==> config.mk <==
export PLATFORM = sky130hd
export DESIGN_NAME = vff_seq
export DESIGN_NICKNAME = d
export VERILOG_FILES = /design/src/rtl/vff_pkg.sv /design/src/rtl/vff_cmp_test.sv /design/src/rtl/vff_addr_gen.sv /design/src/rtl/vff_seq.sv
export SDC_FILE = /design/constraint.sdc
export NUM_CORES = 1
export LEC_CHECK = 0
export CAP_MARGIN = 20
export CELL_PAD_IN_SITES_DETAIL_PLACEMENT = 0
export CELL_PAD_IN_SITES_GLOBAL_PLACEMENT = 1
export CORE_MARGIN = 4
export CORE_UTILIZATION = 41
export DETAILED_ROUTE_END_ITERATION = 8
export PLACE_DENSITY = 0.84
export SYNTH_ARGS = -nofsm -noshare
export SYNTH_HDL_FRONTEND = slang
export SYNTH_SLANG_ARGS = --single-unit
export TNS_END_PERCENT = 30
==> constraint.sdc <==
create_clock -name clk_i -period 5.07 [get_ports clk_i]
set_input_delay 1.014 -clock clk_i [delete_from_list [all_inputs] [get_ports clk_i]]
set_output_delay 1.014 -clock clk_i [all_outputs]
set_load 0.01 [all_outputs]
==> src/rtl/vff_pkg.sv <==
package vff_pkg;
  typedef struct packed {
    logic lt;
    logic gt;
    logic eq;
  } cf_t;

  localparam int unsigned CF_W = $bits(cf_t);

  typedef enum logic [1:0] {
    ST_IDLE = 2'd0,
    ST_RD   = 2'd1,
    ST_EV   = 2'd2
  } st_e;
endpackage

==> src/rtl/vff_cmp_test.sv <==
module vff_cmp_test
  import vff_pkg::*;
#(
  parameter int unsigned DATA_W = 16,
  parameter int unsigned BYTE_W = 8
) (
  input  logic [DATA_W-1:0] data_i,
  input  logic [DATA_W-1:0] imm_i,
  input  logic              load_i,
  input  logic              fail_on_true_i,
  output cf_t               cf_o,
  output logic              fail_o
);
  logic signed [DATA_W-1:0] op_a;
  logic signed [DATA_W-1:0] op_b;

  // load mode: zero-extended byte against zero
  always_comb begin
    op_a = load_i ? DATA_W'(data_i[BYTE_W-1:0]) : data_i;
    op_b = load_i ? '0 : imm_i;
  end

  assign cf_o.lt = op_a < op_b;
  assign cf_o.gt = op_a > op_b;
  assign cf_o.eq = op_a == op_b;
  assign fail_o  = fail_on_true_i ? cf_o.eq : ~cf_o.eq;
endmodule

==> src/rtl/vff_addr_gen.sv <==
module vff_addr_gen #(
  parameter int unsigned ADDR_W = 16,
  parameter int unsigned IMM_W  = 16,
  parameter int unsigned IDX_W  = 6
) (
  input  logic              clk_i,
  input  logic              rst_ni,
  input  logic              init_i,
  input  logic              step_i,
  input  logic [ADDR_W-1:0] src_base_i,
  input  logic [IDX_W-1:0]  dst_base_i,
  input  logic [IMM_W-1:0]  imm_i,
  input  logic              load_i,
  input  logic              src_vec_i,
  input  logic              dst_vec_i,
  output logic [ADDR_W-1:0] src_addr_o,
  output logic [IDX_W-1:0]  dst_idx_o
);
  logic [ADDR_W-1:0] src_q;
  logic [IDX_W-1:0]  dst_q;
  logic [ADDR_W-1:0] stride;

  // accumulated stride replaces imm*i multiply
  assign stride = load_i ? ADDR_W'($signed(imm_i)) : ADDR_W'(src_vec_i);

  always_ff @(posedge clk_i or negedge rst_ni) begin
    if (!rst_ni) begin
      src_q <= '0;
      dst_q <= '0;
    end else if (init_i) begin
      src_q <= src_base_i;
      dst_q <= dst_base_i;
    end else if (step_i) begin
      src_q <= src_q + stride;
      dst_q <= dst_q + IDX_W'(dst_vec_i);
    end
  end

  assign src_addr_o = src_q;
  assign dst_idx_o  = dst_q;
endmodule

==> src/rtl/vff_seq.sv <==
module vff_seq
  import vff_pkg::*;
#(
  parameter int unsigned VL_W   = 4,
  parameter int unsigned DATA_W = 16,
  parameter int unsigned ADDR_W = 16,
  parameter int unsigned IDX_W  = 6,
  parameter int unsigned BYTE_W = 8
) (
  input  logic              clk_i,
  input  logic              rst_ni,
  input  logic              start_i,
  input  logic [VL_W-1:0]   vl_i,
  input  logic              keep_fail_i,
  input  logic              fail_on_true_i,
  input  logic              load_mode_i,
  input  logic              src_vec_i,
  input  logic              dst_vec_i,
  input  logic [DATA_W-1:0] imm_i,
  input  logic [ADDR_W-1:0] src_base_i,
  input  logic [IDX_W-1:0]  dst_base_i,
  output logic              rd_en_o,
  output logic [ADDR_W-1:0] rd_addr_o,
  input  logic [DATA_W-1:0] rd_data_i,
  output logic              wr_en_o,
  output logic [IDX_W-1:0]  wr_idx_o,
  output logic [CF_W-1:0]   wr_cf_o,
  output logic              busy_o,
  output logic              done_o,
  output logic [VL_W-1:0]   vl_o
);
  localparam logic [VL_W-1:0] ONE = VL_W'(1);

  st_e               state_q;
  logic [VL_W-1:0]   idx_q;
  logic [VL_W-1:0]   vl_cap_q;
  logic [VL_W-1:0]   vl_q;
  logic              keep_q, fot_q, ld_q, sv_q, dv_q;
  logic [DATA_W-1:0] imm_q;
  logic              done_q;
  logic              wr_en_q;
  logic [IDX_W-1:0]  wr_idx_q;
  cf_t               wr_cf_q;

  logic              accept;
  logic              eval;
  logic              last;
  logic              stop;
  logic              keep;
  logic              fail;
  cf_t               cf;
  logic [IDX_W-1:0]  dst_idx;
  logic [VL_W-1:0]   vl_trunc;

  assign accept   = start_i && (state_q == ST_IDLE);
  assign eval     = (state_q == ST_EV);
  assign last     = (idx_q == vl_cap_q - ONE);
  assign stop     = fail || last;
  assign keep     = !(fail && !keep_q);
  assign vl_trunc = !fail ? vl_cap_q : (keep_q ? idx_q + ONE : idx_q);

  vff_addr_gen #(
    .ADDR_W(ADDR_W),
    .IMM_W (DATA_W),
    .IDX_W (IDX_W)
  ) u_addr (
    .clk_i     (clk_i),
    .rst_ni    (rst_ni),
    .init_i    (accept),
    .step_i    (eval && !stop),
    .src_base_i(src_base_i),
    .dst_base_i(dst_base_i),
    .imm_i     (imm_q),
    .load_i    (ld_q),
    .src_vec_i (sv_q),
    .dst_vec_i (dv_q),
    .src_addr_o(rd_addr_o),
    .dst_idx_o (dst_idx)
  );

  vff_cmp_test #(
    .DATA_W(DATA_W),
    .BYTE_W(BYTE_W)
  ) u_cmp (
    .data_i        (rd_data_i),
    .imm_i         (imm_q),
    .load_i        (ld_q),
    .fail_on_true_i(fot_q),
    .cf_o          (cf),
    .fail_o        (fail)
  );

  always_ff @(posedge clk_i or negedge rst_ni) begin
    if (!rst_ni) begin
      state_q  <= ST_IDLE;
      idx_q    <= '0;
      vl_cap_q <= '0;
      vl_q     <= '0;
      keep_q   <= 1'b0;
      fot_q    <= 1'b0;
      ld_q     <= 1'b0;
      sv_q     <= 1'b0;
      dv_q     <= 1'b0;
      imm_q    <= '0;
      done_q   <= 1'b0;
      wr_en_q  <= 1'b0;
      wr_idx_q <= '0;
      wr_cf_q  <= '0;
    end else begin
      done_q  <= 1'b0;
      wr_en_q <= 1'b0;
      unique case (state_q)
        ST_IDLE: begin
          if (start_i) begin
            vl_cap_q <= vl_i;
            keep_q   <= keep_fail_i;
            fot_q    <= fail_on_true_i;
            ld_q     <= load_mode_i;
            sv_q     <= src_vec_i;
            dv_q     <= dst_vec_i;
            imm_q    <= imm_i;
            idx_q    <= '0;
            if (vl_i == '0) begin
              done_q <= 1'b1;
              vl_q   <= '0;
            end else begin
              state_q <= ST_RD;
            end
          end
        end
        ST_RD: state_q <= ST_EV;
        ST_EV: begin
          // commit only elements inside the truncated length
          wr_en_q  <= keep;
          wr_idx_q <= dst_idx;
          wr_cf_q  <= cf;
          if (stop) begin
            state_q <= ST_IDLE;
            done_q  <= 1'b1;
            vl_q    <= vl_trunc;
          end else begin
            idx_q   <= idx_q + ONE;
            state_q <= ST_RD;
          end
        end
        default: state_q <= ST_IDLE;
      endcase
    end
  end

  assign rd_en_o  = (state_q == ST_RD);
  assign busy_o   = (state_q != ST_IDLE);
  assign done_o   = done_q;
  assign vl_o     = vl_q;
  assign wr_en_o  = wr_en_q;
  assign wr_idx_o = wr_idx_q;
  assign wr_cf_o  = wr_cf_q;
endmodule

==> flow_metrics.env <==
export IMPL_synthTopCellsByCount="nand2_1, dfrtp_1, ha_1, nand3_1, a21oi_1"
export IMPL_grt_max_degree=69
export IMPL_synth_edff_count=0
export IMPL_clk_latency_ns=0.35
export IMPL_p_leak_nw=2.568
export IMPL_place_congestion=0.8392
export IMPL_rsz0062_at_grt="no"
export IMPL_vias=3964
export IMPL_die_h_um=111.8
export IMPL_max_stage_delay_ns=1.01
export IMPL_cts_tree="yes"
export IMPL_worstReg2RegStart="ld_q$_DFFE_PN0P_"
export IMPL_cts_made_buffers=9
export IMPL_syn_inst=520
export IMPL_synth_top_cell_area_share_pct=38.52
export IMPL_cp_start_kind="flip-flop"
export IMPL_clock_sinks=68
export IMPL_hold_path_class="reg2reg"
export IMPL_status="finished clean"
export IMPL_fin_total_pwr_mw=3.505
export IMPL_drt_iter0_markers=216
export IMPL_initial_utilization_pct=42.41
export IMPL_rows=37
export IMPL_drt_drc_violations_left=0
export IMPL_slowest_stage="dfrtp_1"
export IMPL_cp_common_cell="o41ai_1"
export IMPL_pin_count=99
export IMPL_placed_cells=733
export IMPL_drv_cap=0
export IMPL_period_share_pct=75.90
export IMPL_vdd_drop_max_mv=0.3598
export IMPL_hpwl_um=8523
export IMPL_ctsHoldBuffers=0
export IMPL_worstSetupEndpointType="flip-flop"
export IMPL_antenna_found_initial=0
export IMPL_fmaxAchievable_ghz=0.2599
export IMPL_critPathKind="reg2reg"
export IMPL_crit_required_ns=5.32
export IMPL_final_nets=710
export IMPL_yosysSeqAreaShare_pct=38.52
export IMPL_fill_cells=978
export IMPL_grt_usage_pct=18.48
export IMPL_crit_family="compound AO/OA/AOI/OAI gates"
export IMPL_drive_gt1_share_pct=5.873
export IMPL_placed_cell_area_mm2=0.005508
export IMPL_synth_top_area_cell="dfrtp_1"
export IMPL_crit_path_max_fanout=42
export IMPL_postSynthAreaPerCell_um2=8.496
export IMPL_root_buffer="clkbuf_8"
export IMPL_relSlewSlack_pct=33.31
export IMPL_stdcell_count=749
export IMPL_synthArstFlopShare_pct=100.0
export IMPL_drt_first_pass_iters=4
export IMPL_n_antenna_cell=0
export IMPL_coreArea_mm2=0.01042
export IMPL_skew_ns=0.007476
export IMPL_grt_pass1_vias=3989
export IMPL_yosysWarnings=0
export IMPL_chipWidth_um=111.8
export IMPL_slew_viol_final=0
export IMPL_vias_per_cell=5.292
export IMPL_die_area_mm2=0.01250
export IMPL_port_buffers=98
export IMPL_htree_levels=3
export IMPL_synth_most_common_cell="nand2_1"
export IMPL_finalHoldViolations=0
export IMPL_routed_wl_um=11500
export IMPL_ant_nets=0
export IMPL_detail_route_wl_per_cell_um=15.35
export IMPL_netlist_area_mm2=0.004418
export IMPL_syn_num_nets=622
export IMPL_synth_cell_types=46
export IMPL_grtUsageMet2_pct=31.10
export IMPL_ys_ff_latch=68
export IMPL_use_met3_pct=3.696
export IMPL_crit_arrival_ns=4.10
export IMPL_path_buf_inv=0
export IMPL_utilization_pct=55.17
export IMPL_setup_tns_final_ns=0
export IMPL_p_per_area_mw_per_mm2=609.9
export IMPL_grtUsageMet1_pct=24.32
export IMPL_clk_path_buf_depth=2
export IMPL_min_from="wr_idx_o[3]$_DFFE_PN0P_"
export IMPL_tightest_slew_ns=1.000
export IMPL_startpoint="ld_q$_DFFE_PN0P_"
export IMPL_grt_pass1_wl_um=19110
export IMPL_crit_chain="mux2_2, ha_1, fa_1, a21o_1, a221oi_1, o41ai_1, o41ai_1, xor2_1, a211oi_1"
export IMPL_fin_area_mm2=0.005747
export IMPL_clk_pin_slew_ns=0.08
export IMPL_synth_area_leaders="dfrtp_1, nand2_1, ha_1"
export IMPL_overflow=0
export IMPL_syn_to_final_growth_pct=30.08
export IMPL_ys_flop_type="dfrtp_1"
export IMPL_top_usage_layer="met2"
export IMPL_fin_crit_ns=3.848
export IMPL_ctsResizeCount=0
export IMPL_finalSetupViolCount=0
export IMPL_cts_setup_buffers=0
## cells in the final DEF (no fill, tap or decap), types with 8 or more instances in the layout
cell type	synthesis	routed
clkbuf_8	0	9
o21ai_0	16	16
nand2b_1	17	17
nor2_1	16	16
a21oi_1	24	24
xnor2_1	21	21
a21o_1	8	8
a211oi_1	10	10
nand2_1	133	133
inv_1	10	10
mux2_2	8	8
dfrtp_1	68	68
ha_1	35	35
nor2b_1	15	15
nand3_1	35	35
clkdlybuf4s50_1	0	97
and2_1	16	15
## cell type report
class | count | area (um2) | share of cell area, %
Sequential cell | 68 | 1702 | 29.61
Multi-Input combinational cell | 416 | 2585 | 44.98
Inverter | 10 | 37.54 | 0.6532
Clock buffer | 10 | 127.6 | 2.221
Clock inverter | 6 | 111.4 | 1.938
Tap cell | 136 | 170.2 | 2.961
Timing Repair Buffer | 103 | 1013 | 17.64
## kinds of logic after synthesis
group                      after synthesis  share of synthesized area, %
and+or+nand+nor                        260                         28.12
AOI/OAI and AO/OA                       83                         11.98
DFF                                     68                         38.52
buffers and inverters                   36                         3.115
adders and majority gates               36                         10.37
xor gates and xnor gates                25                         4.956
muxes                                   12                         2.945
## power by group
group          leakage (nW)  internal, mW  switching, mW
registers             0.848         0.786          0.246
logic                  1.60         0.910           1.01
clock network         0.117         0.328          0.223
## path summary, 6_finish.rpt
kind	endpoint	slack (ns)	cells past startpoint
hold reg to reg	wr_idx_o[3]$_DFFE_PN0P_	0.48	2
setup / recovery	u_addr.src_addr_o[12]$_DFFE_PN0P_	1.22	9
hold / removal	wr_idx_o[3]$_DFFE_PN0P_	0.48	2
setup reg to reg	u_addr.src_addr_o[12]$_DFFE_PN0P_	1.22	9
min in group asynchronous	wr_idx_o[3]$_DFFE_PN0P_	0.85	2
max in group asynchronous	wr_cf_o[0]$_DFFE_PN0P_	3.65	2
## through the flow
| step | worst slack, ns | hold WS (ns) |
|---|---|---|
| 6_report | 1.222 | 0.4775 |
| 5_1_grt | 0.8768 | 0.5019 |
| 3_3_place_gp | 1.039 | 0.4565 |
| 4_1_cts | 1.218 | 0.4847 |
| 3_5_place_dp | 0.9539 | 0.4647 |
| 2_1_floorplan | 1.837 | 0.4417 |
## sequential cells by signal, indices dropped and copies added (netlist names)
| signal | cells |
|---|---|
| vl_o | 4 |
| vl_cap_q | 4 |
| u_addr.dst_idx_o | 6 |
| sv_q | 1 |
| wr_cf_o | 3 |
| wr_en_o | 1 |
| imm_q | 16 |
| fot_q | 1 |
| dv_q | 1 |
| idx_q | 4 |
| keep_q | 1 |
| wr_idx_o | 6 |
| u_addr.src_addr_o | 16 |
| done_o | 1 |
| ld_q | 1 |
| state_q | 2 |
## tightest hold or removal path: cells and delay by family, from the launching register on
family | cells | cell delay [ns]
flip-flops | 1 | 0.35
AND/OR/NAND/NOR | 2 | 0.10
## per-layer routing
metal | vias to the layer above | wire [um] | share of wire (%)
li1 | 1969 | - | -
met1 | 1884 | 5212 | 45
met2 | 98 | 5630 | 49
met3 | 13 | 512 | 4.5
met4 | 0 | 142 | 1.2
met5 | - | 0 | 0
No activity file was read; power rests on OpenSTA's default activity.
